[src/rtl/spiclk_pkg.sv]
package spiclk_pkg;

    // registered state of the edge stage
    typedef struct packed {
        logic phase;
        logic launch;
        logic sample;
    } edge_state_t;

endpackage

[src/rtl/spiclk_accum.sv]
module spiclk_accum #(
    parameter int ACC_W    = 12,
    parameter int INC_W    = 16,
    parameter int FULL_INC = 2048
) (
    input  logic             clk,
    input  logic             rst_n,
    input  logic             run_en,
    input  logic [INC_W-1:0] freq_word,
    input  logic             wrap_clear,
    output logic             carry_o,
    output logic [ACC_W-1:0] eff_inc_o
);
    localparam int SUM_W = ACC_W + 1;

    typedef struct packed {
        logic [ACC_W-1:0] acc;
    } acc_state_t;

    acc_state_t       st_d, st_q;
    logic [SUM_W-1:0] sum;
    logic [ACC_W-1:0] eff_inc;

    always_comb begin
        if (freq_word > INC_W'(FULL_INC)) eff_inc = ACC_W'(FULL_INC);
        else                              eff_inc = freq_word[ACC_W-1:0];
        sum      = {1'b0, st_q.acc} + {1'b0, eff_inc};
        carry_o  = run_en & sum[ACC_W];
        st_d     = st_q;
        if (!run_en)                      st_d.acc = '0;
        else if (carry_o && wrap_clear)   st_d.acc = '0;
        else                              st_d.acc = sum[ACC_W-1:0];
    end

    assign eff_inc_o = eff_inc;

    always_ff @(posedge clk or negedge rst_n) begin
        if (!rst_n) st_q <= '0;
        else        st_q <= st_d;
    end


    acc_idle_clear_chk: assert property (@(posedge clk) disable iff (!rst_n)
        !run_en |=> st_q.acc == '0);


    acc_below_top_chk: assert property (@(posedge clk) disable iff (!rst_n)
        carry_o |-> st_q.acc >= ACC_W'((1 << ACC_W) - FULL_INC));

endmodule

[src/rtl/spiclk_edge.sv]
module spiclk_edge
    import spiclk_pkg::*;
(
    input  logic clk,
    input  logic rst_n,
    input  logic run_en,
    input  logic carry,
    input  logic cpol,
    input  logic launch_rise,
    input  logic sample_rise,
    output logic phase_o,
    output logic launch_o,
    output logic sample_o
);
    edge_state_t st_d, st_q;
    logic        pin_next;
    logic        same_dir;

    always_comb begin
        st_d     = st_q;
        same_dir = (launch_rise == sample_rise);
        if (!run_en) begin
            st_d = '0;
            pin_next = cpol;
        end else begin
            st_d.phase  = st_q.phase ^ carry;
            pin_next    = st_d.phase ^ cpol;
            st_d.sample = carry & (pin_next == sample_rise);
            st_d.launch = carry & (pin_next == launch_rise) & ~same_dir;
        end
    end

    always_ff @(posedge clk or negedge rst_n) begin
        if (!rst_n) st_q <= '0;
        else        st_q <= st_d;
    end

    assign phase_o  = st_q.phase;
    assign launch_o = st_q.launch;
    assign sample_o = st_q.sample;


    strobes_exclusive_chk: assert property (@(posedge clk) disable iff (!rst_n)
        !(st_q.launch && st_q.sample));


    launch_single_chk: assert property (@(posedge clk) disable iff (!rst_n)
        st_q.launch |=> !st_q.launch);


    launch_on_edge_chk: assert property (@(posedge clk) disable iff (!rst_n)
        st_q.launch |-> st_q.phase != $past(st_q.phase));


    sample_on_edge_chk: assert property (@(posedge clk) disable iff (!rst_n)
        st_q.sample |-> st_q.phase != $past(st_q.phase));


    idle_phase_chk: assert property (@(posedge clk) disable iff (!rst_n)
        !run_en |=> (!st_q.phase && !st_q.launch && !st_q.sample));

endmodule

[src/rtl/spi_sclk_gen.sv]
module spi_sclk_gen #(
    parameter int ACC_W    = 12,
    parameter int INC_W    = 16,
    parameter int FULL_INC = 2048,
    parameter int FAST_INC = 1024
) (
    input  logic             clk,
    input  logic             rst_n,
    input  logic             run_en,
    input  logic [INC_W-1:0] freq_word,
    input  logic             wrap_clear,
    input  logic             launch_rise,
    input  logic             sample_rise,
    input  logic             cpol,
    output logic             sclk,
    output logic             launch_stb,
    output logic             sample_stb,
    output logic             fast_path
);
    logic             carry;
    logic             phase;
    logic [ACC_W-1:0] eff_inc;

    spiclk_accum #(
        .ACC_W    (ACC_W),
        .INC_W    (INC_W),
        .FULL_INC (FULL_INC)
    ) u_accum (
        .clk        (clk),
        .rst_n      (rst_n),
        .run_en     (run_en),
        .freq_word  (freq_word),
        .wrap_clear (wrap_clear),
        .carry_o    (carry),
        .eff_inc_o  (eff_inc)
    );

    spiclk_edge u_edge (
        .clk         (clk),
        .rst_n       (rst_n),
        .run_en      (run_en),
        .carry       (carry),
        .cpol        (cpol),
        .launch_rise (launch_rise),
        .sample_rise (sample_rise),
        .phase_o     (phase),
        .launch_o    (launch_stb),
        .sample_o    (sample_stb)
    );

    assign sclk      = phase ^ cpol;
    assign fast_path = (eff_inc >= ACC_W'(FAST_INC));


    fast_flag_chk: assert property (@(posedge clk) disable iff (!rst_n)
        fast_path |-> freq_word >= INC_W'(FAST_INC));


    sample_dir_chk: assert property (@(posedge clk) disable iff (!rst_n)
        (sample_stb && $stable(cpol)) |-> sclk == sample_rise);


    launch_dir_chk: assert property (@(posedge clk) disable iff (!rst_n)
        (launch_stb && $stable(cpol)) |-> sclk == launch_rise);

endmodule

[config.mk]
export PLATFORM = sky130hd
export DESIGN_NAME = spi_sclk_gen
export DESIGN_NICKNAME = d
export VERILOG_FILES = /design/src/rtl/spiclk_pkg.sv /design/src/rtl/spiclk_accum.sv /design/src/rtl/spiclk_edge.sv /design/src/rtl/spi_sclk_gen.sv
export SDC_FILE = /design/constraint.sdc
export NUM_CORES = 1
export LEC_CHECK = 0
export ABC_AREA = 1
export BUFFER_PORTS_ARGS = -buffer_cell sky130_fd_sc_hd__buf_2
export CAP_MARGIN = 40
export CORE_MARGIN = 3
export CORE_UTILIZATION = 55
export CTS_CLUSTER_SIZE = 14
export DETAILED_ROUTE_END_ITERATION = 10
export GPL_TIMING_DRIVEN = 0
export PLACE_DENSITY = 0.8
export SYNTH_ARGS = -nofsm -noshare
export SYNTH_HDL_FRONTEND = slang
export SYNTH_SLANG_ARGS = --single-unit
[constraint.sdc]
create_clock -name clk -period 2.9 [get_ports clk]
set_input_delay 0.58 -clock clk [delete_from_list [all_inputs] [get_ports clk]]
set_output_delay 0.58 -clock clk [all_outputs]
set_load 0.02 [all_outputs]
---- Word level (Yosys, flattened, before mapping) ----
Index checks and enable logic that the tools add are counted.
operators by class
  equal/unequal tests ..................... 3
  $add $sub $neg .......................... 1
  muxes and demuxes ....................... 4
  bitwise logic cells ..................... 8
  order comparisons ....................... 2
  reduce and logical (&&, ||, !) cells .... 1
operators by type and width
  cell                                                                                count
  12-bit 2-to-1 mux                                                                   3
  16-bit by 12-bit greater-than comparator with 1-bit output (second input constant)  1
  12-bit by 12-bit adder with 13-bit output                                           1
  12-bit by 11-bit >= comparator with 1-bit output (second input constant)            1
  1-bit AND                                                                           4
  1-bit == test                                                                       3
  3-bit 2-to-1 mux                                                                    1
  1-bit bitwise XOR                                                                   3
  1-bit logical AND                                                                   1
  1-bit NOT                                                                           1
storage, ports and cells
  register bits ........................... 15
  bits of input ports ..................... 23
  output and inout bits ................... 4
  logic and storage cells ................. 23

---- Longest topological paths before layout ----
Gate-level depths: netlist of the first run.
  depth in word-level cells ............... 10
  depth in mapped cells ................... 18
  mapped depth without buffers ............ 17

---- By module ----
Synthesis of the first run repeated with hierarchy kept, for this count alone.
unflattened totals
  cells, all modules ...................... 230
  area total of the unflattened synthesis .. 1,471.4 sq um
modules (own cells, without submodules)
  module        area an instance (sq um)  sequential area each (sq um)  times used  cells each
  spiclk_accum  1,281.2                   300.3                         1           200
  spiclk_edge   165.2                     75.1                          1           24
  spi_sclk_gen  25.0                      0.0                           1           6

---- Worst setup path after synthesis of the first run ----
No wires, ideal clock.
  kind .................................... input to register
  start point ............................. in freq_word[13]
  end point ............................... reg u_accum.st_q[10] (netlist name)
  setup slack ............................. 300 ps
  buffers on the path ..................... 1
  arrival time ............................ 2,481 ps
  stages on the path ...................... 15
  required time ........................... 2,781 ps
  library setup time ...................... 119 ps
  cells stage by stage .................... nor4_2 -> inv_1 -> nor2_1 -> a41oi_1 -> buf_2 -> nor2_1 -> ha_1 -> fa_1 -> nand3_1 -> nand3_2 -> a21oi_1 -> nor2_1 -> nor2_1 -> xor2_1 -> nor2_2
RTL lines
  item                    line                source
  start: declaration      spi_sclk_gen.sv:10  input logic [INC_W-1:0] freq_word,
  end signal: assignment  spiclk_accum.sv:39  else st_q <= st_d;
  end: declaration        spiclk_accum.sv:20  acc_state_t st_d, st_q;

==> results of run 1 <==
power by group through the flow:
| stage | Combinational [mW] | Sequential (mW) | Clock, mW |
|---|---|---|---|
| 6_report | 0.103 | 0.218 | 0.123 |
| 5_1_grt | 0.114 | 0.219 | 0.136 |
| 4_1_cts | 0.104 | 0.218 | 0.125 |
| 3_5_place_dp | 0.104 | 0.222 | 0 |
| 3_3_place_gp | 0.0993 | 0.222 | 0 |
| 2_1_floorplan | 0.0654 | 0.223 | 0 |
per-layer routing:
layer / GRT usage (%) / up-vias / share of wire (%) / wire (um)
met3: 2.949 / 4 / 6.2 / 158
met4: 8.097 / 0 / 0.98 / 25
met1: 23.79 / 509 / 44 / 1115
met5: 0 / - / 0 / 0
met2: 31.89 / 32 / 49 / 1250
li1: - / 590 / - / -
cell usage after synthesis (all sizes together):
cell type / n
a21o: 1
a21oi: 10
a31oi: 1
a41oi: 1
buf: 2
clkinv: 1
dfrtp: 15
fa: 1
ha: 12
inv: 25
nand2: 31
nand3: 13
nand4: 1
nor2: 32
nor3: 1
nor3b: 1
nor4: 3
o21a: 2
o21ai: 1
o21bai: 1
xnor2: 3
xor2: 7
worst paths after layout:
| path | cells after the start | endpoint | slack [ns] | startpoint |
|---|---|---|---|---|
| min in group clk | 3 | u_edge.phase_o | 0.57 | run_en |
| max | 17 | u_accum.st_q[10] | 0.21 | freq_word[15] |
| min reg2reg | 3 | u_edge.phase_o | 0.57 | u_edge.phase_o |
| max in group asynchronous | 1 | u_accum.st_q[3] | 2.45 | rst_n |
| max reg2reg | 9 | u_accum.st_q[10] | 0.92 | u_accum.st_q[0] |
| min | 1 | u_accum.st_q[6] | 0.19 | rst_n |
cell families (layout without fill, tap and decap cells):
| family | Yosys count | in the layout |
|---|---|---|
| XOR/XNOR | 10 | 10 |
| buffers and inverters | 28 | 58 |
| AO/OA/AOI/OAI | 17 | 17 |
| adder cells (fa/ha/maj) | 13 | 13 |
| flip-flops | 15 | 15 |
| AND/OR/NAND/NOR | 82 | 82 |
metrics by stage:
| stage | utilization, % | total power [mW] | instance area, um^2 |
|---|---|---|---|
| after floorplan | - | 0.2888 | 1321 |
| after global placement | 65.93 | 0.3209 | 1486 |
| after detailed placement | 65.93 | 0.3257 | 1486 |
| after CTS | 67.09 | 0.4470 | 1513 |
| after global routing | 67.20 | 0.4692 | 1515 |
| final | 67.20 | 0.4439 | 1515 |
repair_timing:
item	in CTS	in global routing
buffers inserted	0	0
hold buffers	0	0
resized for setup	0	1
endpoints found under the setup margin	0	13
worst max-delay path, cell delays in order:
cell	delay (ns)
buf_2	0.10
nor4_2	0.29
inv_1	0.08
nor2_2	0.14
a41oi_1	0.08
buf_2	0.21
nor2_1	0.14
ha_1	0.21
fa_1	0.22
nand3_1	0.09
nand3_2	0.12
nand3_2	0.10
nand3_4	0.11
nand2_2	0.06
nand2_2	0.10
buf_12	0.16
nor2_2	0.05
sequential cells by signal, summed over array words and instances (netlist names):
register         flops
u_accum.st_q        12
u_edge.sample_o      1
u_edge.launch_o      1
u_edge.phase_o       1
cell type report:
| cell class | count | area share (%) |
|---|---|---|
| inverter | 26 | 6.524 |
| sequential | 15 | 24.77 |
| buffer | 2 | 1.652 |
| multi-input combinational | 122 | 54.42 |
| clock buffer | 4 | 1.734 |
| tap | 28 | 2.312 |
| timing repair buffer | 26 | 8.588 |
==> impl_metrics.env, run 1 <==
export IMPL_first_global_vias=1021
export IMPL_synth_fa_ha_area_share_pct=12.88
export IMPL_die_w_um=55.02
export IMPL_post_drt_wl_per_cell_um=11.43
export IMPL_cts_buffer_depth=2
export IMPL_synth_compound_area_share_pct=8.428
export IMPL_fin_tns_setup_ns=0
export IMPL_switching_share_pct=30.34
export IMPL_grt_overflow_total=0
export IMPL_p_leak_nw=0.8142
export IMPL_cts_tree="built"
export IMPL_seq_area_um2=375.4
export IMPL_syn_instance_count=165
export IMPL_timing_hold_ws_ns=0.1881
export IMPL_clock_sinks=15
export IMPL_postSynthAreaPerCell_um2=8.008
export IMPL_p_seq_share_pct=49.0
export IMPL_coreArea_um2=2255
export IMPL_nets=232
export IMPL_vias_per_cell=5.090
export IMPL_firstDrtPassIters=4
export IMPL_nFillCells=204
export IMPL_placed_cells=219
export IMPL_cts_buffers=3
export IMPL_yosysUniqueCellTypes=31
export IMPL_fmax_mhz=372.2
export IMPL_place_ws_ns=-0.1848
export IMPL_final_setup_viol_count=0
export IMPL_vias=1135
export IMPL_mappedNetlistNets=201
export IMPL_gp_congestion=0.8703
export IMPL_powerDensity_nw_per_um2=293.0
export IMPL_final_cells=223
export IMPL_yosys_mux_area_fraction_pct=0
export IMPL_io_pins=27
export IMPL_dieArea_um2=3027
export IMPL_die_height_um=55.02
export IMPL_dp_hpwl_mm=2.139
export IMPL_synth_top_family_by_area="simple AND/OR/NAND/NOR gates"
export IMPL_rows=17
export IMPL_netlist_top_cells_area="dfrtp_1 28%, ha_1 11%, nand2_1 7.1%, inv_1 6.8%, nor2_1 5.7%"
export IMPL_yosysWarnings=0
export IMPL_crit_fanout=10
export IMPL_fin_crit_ns=2.687
export IMPL_drive_above_1_share_pct=30.77
export IMPL_p_int_uw=309.2
export IMPL_rsz0062_at_grt="no"
export IMPL_final_max_slew_viol_count=0
export IMPL_end_kind="flop"
export IMPL_drt_iter0_drc=16
export IMPL_outcome="finished clean"
export IMPL_combPwrFrac_pct=23.2
export IMPL_grt_pass1_wl_mm=4.105
export IMPL_area_delta_synth_final_pct=14.68
export IMPL_yosys_area_share_simple_pct=34.28
export IMPL_io_buffers=26
export IMPL_clk_latency_ns=0.28
export IMPL_wl_mm=2.550
export IMPL_antenna_cells=0
export IMPL_relSlewSlack_pct=72.59
export IMPL_post_route_period_util_pct=92.64
export IMPL_final_common_cell="buf_2"
export IMPL_multi_input_area_um2=824.5
export IMPL_hold_class="input pin to async pin"
export IMPL_htree_levels=1
export IMPL_antenna_found_initial=0
export IMPL_postLayoutSetupSlackWorst_ns=0.2134
export IMPL_vdd_drop_max_mv=0.2361
export IMPL_fin_skew_ns=0.002904
export IMPL_synth_seq_cells=15
export IMPL_synthXorXnorAreaFrac_pct=6.629
export IMPL_final_cell_mix="27 x buf_2, 25 x nand2_1, 24 x inv_1"
export IMPL_clkTransAtPathRegs_ns=0.09
export IMPL_grt_use_total_pct=18.91
export IMPL_startpoint_type="input pin"
export IMPL_netlist_area_um2=1321
export IMPL_cts_root_buffer="clkbuf_4"
export IMPL_synth_top_area_share_pct=28.41
export IMPL_critical_path_class="input pin to flop"
export IMPL_grt_max_degree=16
export IMPL_drtAntennaViolNets=0
export IMPL_ys_seq_area_share_pct=28.41
export IMPL_initial_core_util_pct=58.60
export IMPL_maxCapViolCount=0
export IMPL_clockPowerShare_pct=27.8
export IMPL_p_switching_uw=134.7
export IMPL_hold_viol=0
export IMPL_synth_top_cell_by_area="dfrtp_1"
export IMPL_worst_slew_pin_slew_ns=0.4098
export IMPL_post_route_drc_count=0
export IMPL_crit_arrival_ns=2.87
export IMPL_crit_required_ns=3.08
Note: power is estimated with default switching activity, not from simulation.
==> run 2, diff against run 1 <==
--- a/config.mk
+++ b/config.mk
@@ -11,3 +11,3 @@
 export CORE_MARGIN = 3
-export CORE_UTILIZATION = 55
+export CORE_UTILIZATION = 54
 export CTS_CLUSTER_SIZE = 14
@@ -15,3 +15,3 @@
 export GPL_TIMING_DRIVEN = 0
-export PLACE_DENSITY = 0.8
+export PLACE_DENSITY = 0.79
 export SYNTH_ARGS = -nofsm -noshare
==> constraint.sdc (replaced) <==
create_clock -name clk -period 2.6 [get_ports clk]
set_input_delay 0.26 -clock clk [delete_from_list [all_inputs] [get_ports clk]]
set_output_delay 0.26 -clock clk [all_outputs]
set_load 0.02 [all_outputs]
==> run 2 against run 1 <==
  * Global-route usage shrank 0.58 points
  * Cell area grew 0.66%
  * Via count shrank 0.18%
  * Critical path type unchanged
==> impl_metrics.env, run 2 (synthesized netlist as in run 1, its figures left out) <==
export IMPL_largest_register="u_accum.st_q"
export IMPL_first_global_vias=1093
export IMPL_cts_buffers=3
export IMPL_drive_above_1_share_pct=30.61
export IMPL_clock_sinks=15
export IMPL_crit_required_ns=2.83
export IMPL_final_common_cell="buf_2"
export IMPL_wl_mm=2.615
export IMPL_io_pins=27
export IMPL_final_setup_viol_count=0
export IMPL_fmax_mhz=419.4
export IMPL_crit_fanout=10
export IMPL_critical_path_class="input pin to flop"
export IMPL_drt_iter0_drc=47
export IMPL_p_leak_nw=0.8184
export IMPL_placed_area_um2=1486
export IMPL_grt_met1_usage_pct=23.40
export IMPL_use_met3_pct=2.103
export IMPL_startpoint_type="input pin"
export IMPL_worst_slew_pin_slew_ns=0.4034
export IMPL_antenna_found_initial=0
export IMPL_powerDensity_nw_per_um2=326.4
export IMPL_die_w_um=55.47
export IMPL_htree_levels=1
export IMPL_area_delta_synth_final_pct=15.44
export IMPL_drtAntennaViolNets=0
export IMPL_post_drt_wl_per_cell_um=11.67
export IMPL_initial_core_util_pct=58.05
export IMPL_gp_congestion=0.9058
export IMPL_cts_tree="built"
export IMPL_dp_hpwl_mm=2.136
export IMPL_grt_max_degree=16
export IMPL_fin_crit_ns=2.384
export IMPL_grt_pass1_wl_mm=4.581
export IMPL_cts_buffer_depth=2
export IMPL_hold_viol=0
export IMPL_firstDrtPassIters=4
export IMPL_nets=233
export IMPL_clkTransAtPathRegs_ns=0.09
export IMPL_final_cells=224
export IMPL_largest_reg_flops=12
export IMPL_relSlewSlack_pct=73.02
export IMPL_design_area_um2=1525
export IMPL_io_buffers=26
export IMPL_outcome="finished clean"
export IMPL_maxCapViolCount=0
export IMPL_dieArea_um2=3076
export IMPL_fin_tns_setup_ns=0
export IMPL_grt_use_total_pct=18.32
export IMPL_die_height_um=55.47
export IMPL_grt_busiest_layer="met2"
export IMPL_use_met2_pct=31.42
export IMPL_post_route_period_util_pct=91.70
export IMPL_post_route_drc_count=0
export IMPL_vias_per_cell=5.058
export IMPL_crit_arrival_ns=2.61
export IMPL_coreArea_um2=2276
export IMPL_rows=17
export IMPL_vdd_drop_max_mv=0.2225
export IMPL_end_kind="flop"
export IMPL_grt_overflow_total=0
export IMPL_final_cell_mix="27 x buf_2, 25 x nand2_1, 24 x inv_1"
export IMPL_hold_class="input pin to flop"
export IMPL_final_max_slew_viol_count=0
export IMPL_vias=1133
export IMPL_cts_root_buffer="clkbuf_4"
export IMPL_fin_skew_ns=0.002167
export IMPL_placed_cells=219
export IMPL_antenna_cells=0
export IMPL_clk_latency_ns=0.29
export IMPL_timing_hold_ws_ns=0.2412
run 2: path summary, 6_finish.rpt:
kind | slack (ns) | cells past startpoint | start | endpoint
worst max-delay path | 0.22 | 16 | freq_word[15] | u_accum.st_q[10]
worst min-delay path | 0.24 | 3 | run_en | u_edge.phase_o
worst max register to register | 0.61 | 9 | u_accum.st_q[0] | u_accum.st_q[10]
worst min register to register | 0.57 | 3 | u_edge.phase_o | u_edge.phase_o
max in group asynchronous | 1.94 | 2 | rst_n | u_edge.launch_o
min in group asynchronous | 0.40 | 2 | rst_n | u_accum.st_q[9]
run 2: what timing repair did:
item	CTS	global route
setup buffers	0	0
hold endpoints to repair	15	0
endpoints found under the setup margin	0	13
hold buffers	1	0
resized for setup	0	1
run 2: critical path, cell delays in order:
cell and delay (ns):
buf_2 0.10, nor4_2 0.30, inv_1 0.10, nor2_2 0.16, a41oi_1 0.08, buf_2 0.21, nor2_1 0.16, ha_1 0.33
nand2_2 0.14, inv_2 0.05, a21oi_4 0.15, nand3_4 0.13, nand2_2 0.08, nand2_2 0.08, buf_12 0.16, nor2_2 0.10
run 2: layout make-up:
class / count / area, um^2
Sequential cell: 15 / 375.4
Buffer: 2 / 25.02
Fill cell: 199 / 750.7
Tap cell: 28 / 35.03
Multi-Input combinational cell: 122 / 824.5
Timing Repair Buffer: 27 / 140.1
Clock buffer: 4 / 26.28
Inverter: 26 / 98.84
run 2: power by group:
group	leakage [nW]	internal (mW)	switching, mW
Clock	0.0150	0.0596	0.0798
Sequential	0.206	0.240	0.00311
Combinational	0.597	0.0467	0.0689
run 2: layer usage:
layer | vias to the layer above | part of all wire, %
met5 | - | 0
met4 | 0 | 1.6
met3 | 5 | 4.9
met2 | 29 | 49
met1 | 511 | 45
li1 | 588 | -
run 2: metrics by stage:
stage	setup WS (ns)	power [mW]	util (%)
global route	-0.0001039	0.5309	67.01
global placement	-0.01715	0.3578	65.31
floorplan	0.3203	0.3221	-
detailed placement	-0.1079	0.3632	65.31
finish	0.2158	0.4979	67.01
CTS	0.1962	0.5041	66.90
==> run 3, diff against run 2 <==
- ABC_AREA: 1 -> not set
- CORE_UTILIZATION: 54 -> 53
- PLACE_DENSITY: 0.79 -> 0.78
==> run 3 against run 2 <==
  * Combinational power shrank 16%
  * Cell area is 4.3% lower
  * Sequential cell count did not move
  * Maximum frequency fell by 3.5%
  * Die area down 5.4%
  * Global-route usage increased by 2.8 points
  * Clock power about the same
  * Power fell by 2.9%
  * Critical endpoint is now u_edge.phase_o
  * First-iteration DRC count fell by 77%
==> impl_metrics.env, run 3 <==
export IMPL_outcome="finished clean"
export IMPL_firstDrtPassIters=4
export IMPL_final_setup_viol_count=0
export IMPL_synth_fa_ha_area_share_pct=13.96
export IMPL_yosys_mux_area_fraction_pct=1.643
export IMPL_synthXorXnorAreaFrac_pct=5.749
export IMPL_syn_instance_count=133
export IMPL_coreArea_um2=2062
export IMPL_synthArstFlopShare_pct=100.0
export IMPL_yosysUniqueCellTypes=39
export IMPL_seq_area_um2=375.4
export IMPL_grt_overflow_total=0
export IMPL_ff2ff_path_depth=7
export IMPL_ys_seq_area_share_pct=30.80
export IMPL_vdd_drop_max_mv=0.3250
export IMPL_post_route_drc_count=0
export IMPL_cts_buffer_depth=2
export IMPL_synth_top_family_by_area="simple AND/OR/NAND/NOR gates"
export IMPL_final_util_pct=70.81
export IMPL_vias=1117
export IMPL_netlist_area_um2=1219
export IMPL_final_max_slew_viol_count=0
export IMPL_synth_top_cell_by_area="dfrtp_1"
export IMPL_clkTransAtPathRegs_ns=0.09
export IMPL_final_common_cell="buf_2"
export IMPL_synth_edf_count=0
export IMPL_yosysMostFrequentCell="dfrtp_1"
export IMPL_die_height_um=53.95
export IMPL_worst_slew_pin_slew_ns=0.4210
export IMPL_synth_seq_cells=15
export IMPL_vias_per_cell=5.818
export IMPL_dp_hpwl_mm=1.997
export IMPL_synth_top_area_share_pct=30.80
export IMPL_crit_required_ns=2.82
export IMPL_cts_root_buffer="clkbuf_4"
export IMPL_postLayoutSetupSlackWorst_ns=0.1287
export IMPL_multi_input_area_um2=864.6
export IMPL_die_w_um=53.95
export IMPL_end_kind="flop"
export IMPL_critical_path_class="input pin to flop"
export IMPL_area_delta_synth_final_pct=19.82
export IMPL_p_leak_nw=0.7278
export IMPL_clock_sinks=15
export IMPL_mappedNetlistNets=169
export IMPL_placed_area_um2=1383
export IMPL_initial_core_util_pct=59.10
export IMPL_wl_mm=2.686
export IMPL_post_route_period_util_pct=95.05
export IMPL_antenna_cells=0
export IMPL_fin_crit_ns=2.471
export IMPL_htree_levels=1
export IMPL_timing_hold_ws_ns=0.2453
export IMPL_post_drt_wl_per_cell_um=13.99
export IMPL_nets=202
export IMPL_ys_flop_type="dfrtp_1"
export IMPL_first_global_vias=1024
export IMPL_antenna_found_initial=0
export IMPL_largest_reg_flops=12
export IMPL_postSynthAreaPerCell_um2=9.163
export IMPL_io_buffers=26
export IMPL_cts_buffers=3
export IMPL_synth_compound_area_share_pct=22.79
export IMPL_drive_above_1_share_pct=29.09
export IMPL_hold_class="input pin to flop"
export IMPL_whs_path_depth=3
export IMPL_crit_arrival_ns=2.69
export IMPL_synth_common_cells="15 x dfrtp_1, 13 x nor2_1, 12 x ha_1, 11 x and2_1"
export IMPL_yosysWarnings=0
export IMPL_startpoint_type="input pin"
export IMPL_dieArea_um2=2911
export IMPL_design_area_um2=1460
export IMPL_largest_register="u_accum.st_q"
export IMPL_yosys_area_share_simple_pct=23.51
export IMPL_relSlewSlack_pct=71.64
export IMPL_fin_skew_ns=0.005487
export IMPL_rows=16
export IMPL_finalPower_uw=483.5
export IMPL_grt_use_total_pct=21.08
export IMPL_netlist_top_cells_area="dfrtp_1 31%, ha_1 12%, and2_1 5.6%, xor2_1 4.3%, nor2_1 4.0%"
export IMPL_powerDensity_nw_per_um2=331.1
export IMPL_hold_viol=0
export IMPL_fmax_mhz=404.6
export IMPL_grt_max_degree=16
export IMPL_drtAntennaViolNets=0
export IMPL_cts_tree="built"
export IMPL_maxCapViolCount=0
export IMPL_crit_fanout=8
export IMPL_reg2reg_slack_ns=0.58
export IMPL_nFillCells=182
export IMPL_final_cell_mix="26 x buf_2, 15 x dfrtp_1, 12 x nor2_1"
export IMPL_drt_iter0_drc=11
export IMPL_clk_latency_ns=0.30
export IMPL_io_pins=27
export IMPL_place_ws_ns=-0.2533
export IMPL_gp_congestion=0.8226
export IMPL_grt_pass1_wl_mm=4.395
## run 3: changes by cell type after synthesis, sizes merged, moves of 4 or more
cell	change
a211oi	+4
nor2	-19
a21o	+4
nand3	-10
inv	-20
o21ai	+9
and2	+11
nand2	-23
## run 3: power by group
| group | switching [mW] | internal, mW |
|---|---|---|
| combinational | 0.0563 | 0.0413 |
| clock | 0.0838 | 0.0574 |
| sequential | 0.00362 | 0.241 |
| total | 0.144 | 0.340 |
## run 3: per-layer routing
layer	track usage (%)	wire, um	vias up
met5	0	0	-
met4	8.511	31	0
met3	3.324	169	4
met2	34.07	1254	37
met1	27.90	1230	528
li1	-	-	548
## run 3: path summary, 6_finish.rpt
check | startpoint | endpoint
max | freq_word[15] | u_edge.phase_o
min | run_en | u_edge.phase_o
min reg2reg | u_edge.phase_o | u_edge.phase_o
max in group asynchronous | rst_n | u_accum.st_q[10]
max reg2reg | u_accum.st_q[0] | u_accum.st_q[10]
min in group asynchronous | rst_n | u_edge.launch_o
## run 3: per-stage QoR
step / setup TNS (ns) / instances
2_1_floorplan: 0 / 133
3_3_place_gp: -2.405 / 186
3_5_place_dp: -2.853 / 186
4_1_cts: 0 / 191
5_1_grt: -0.006655 / 192
6_report: 0 / 192
## run 3: cell families (layout without fill, tap and decap cells)
kind of cell / Yosys count / in the layout
buf+inv: 5 / 36
fa+ha+maj: 13 / 13
flops: 15 / 15
mux: 2 / 2
simple gates: 54 / 54
xor+xnor: 8 / 8
compound gates: 36 / 37
## run 3: worst max-delay path, stage by stage
cell and delay, ns:
buf_2 0.10, or4_1 0.61, a21oi_4 0.21, and2_1 0.16, ha_2 0.21, fa_2 0.26, a211oi_4 0.09, o211ai_2 0.21
nand2_2 0.16, o21ai_2 0.22, mux2i_1 0.20
## run 3: timing repair
item | CTS | global route
setup buffers | 0 | 0
endpoints found under the hold margin | 15 | 0
setup endpoints to repair | 0 | 13
gates resized for setup | 0 | 7
hold buffers | 1 | 0
## run 3: final cells by class
type                            instances  share of cell area (%)
Clock inverter                          1                  0.3428
Tap cell                               27                   2.314
Timing Repair Buffer                   27                   9.597
Clock buffer                            3                   1.542
Inverter                                5                   1.285
Sequential cell                        15                   25.71
Multi-Input combinational cell        114                   59.21
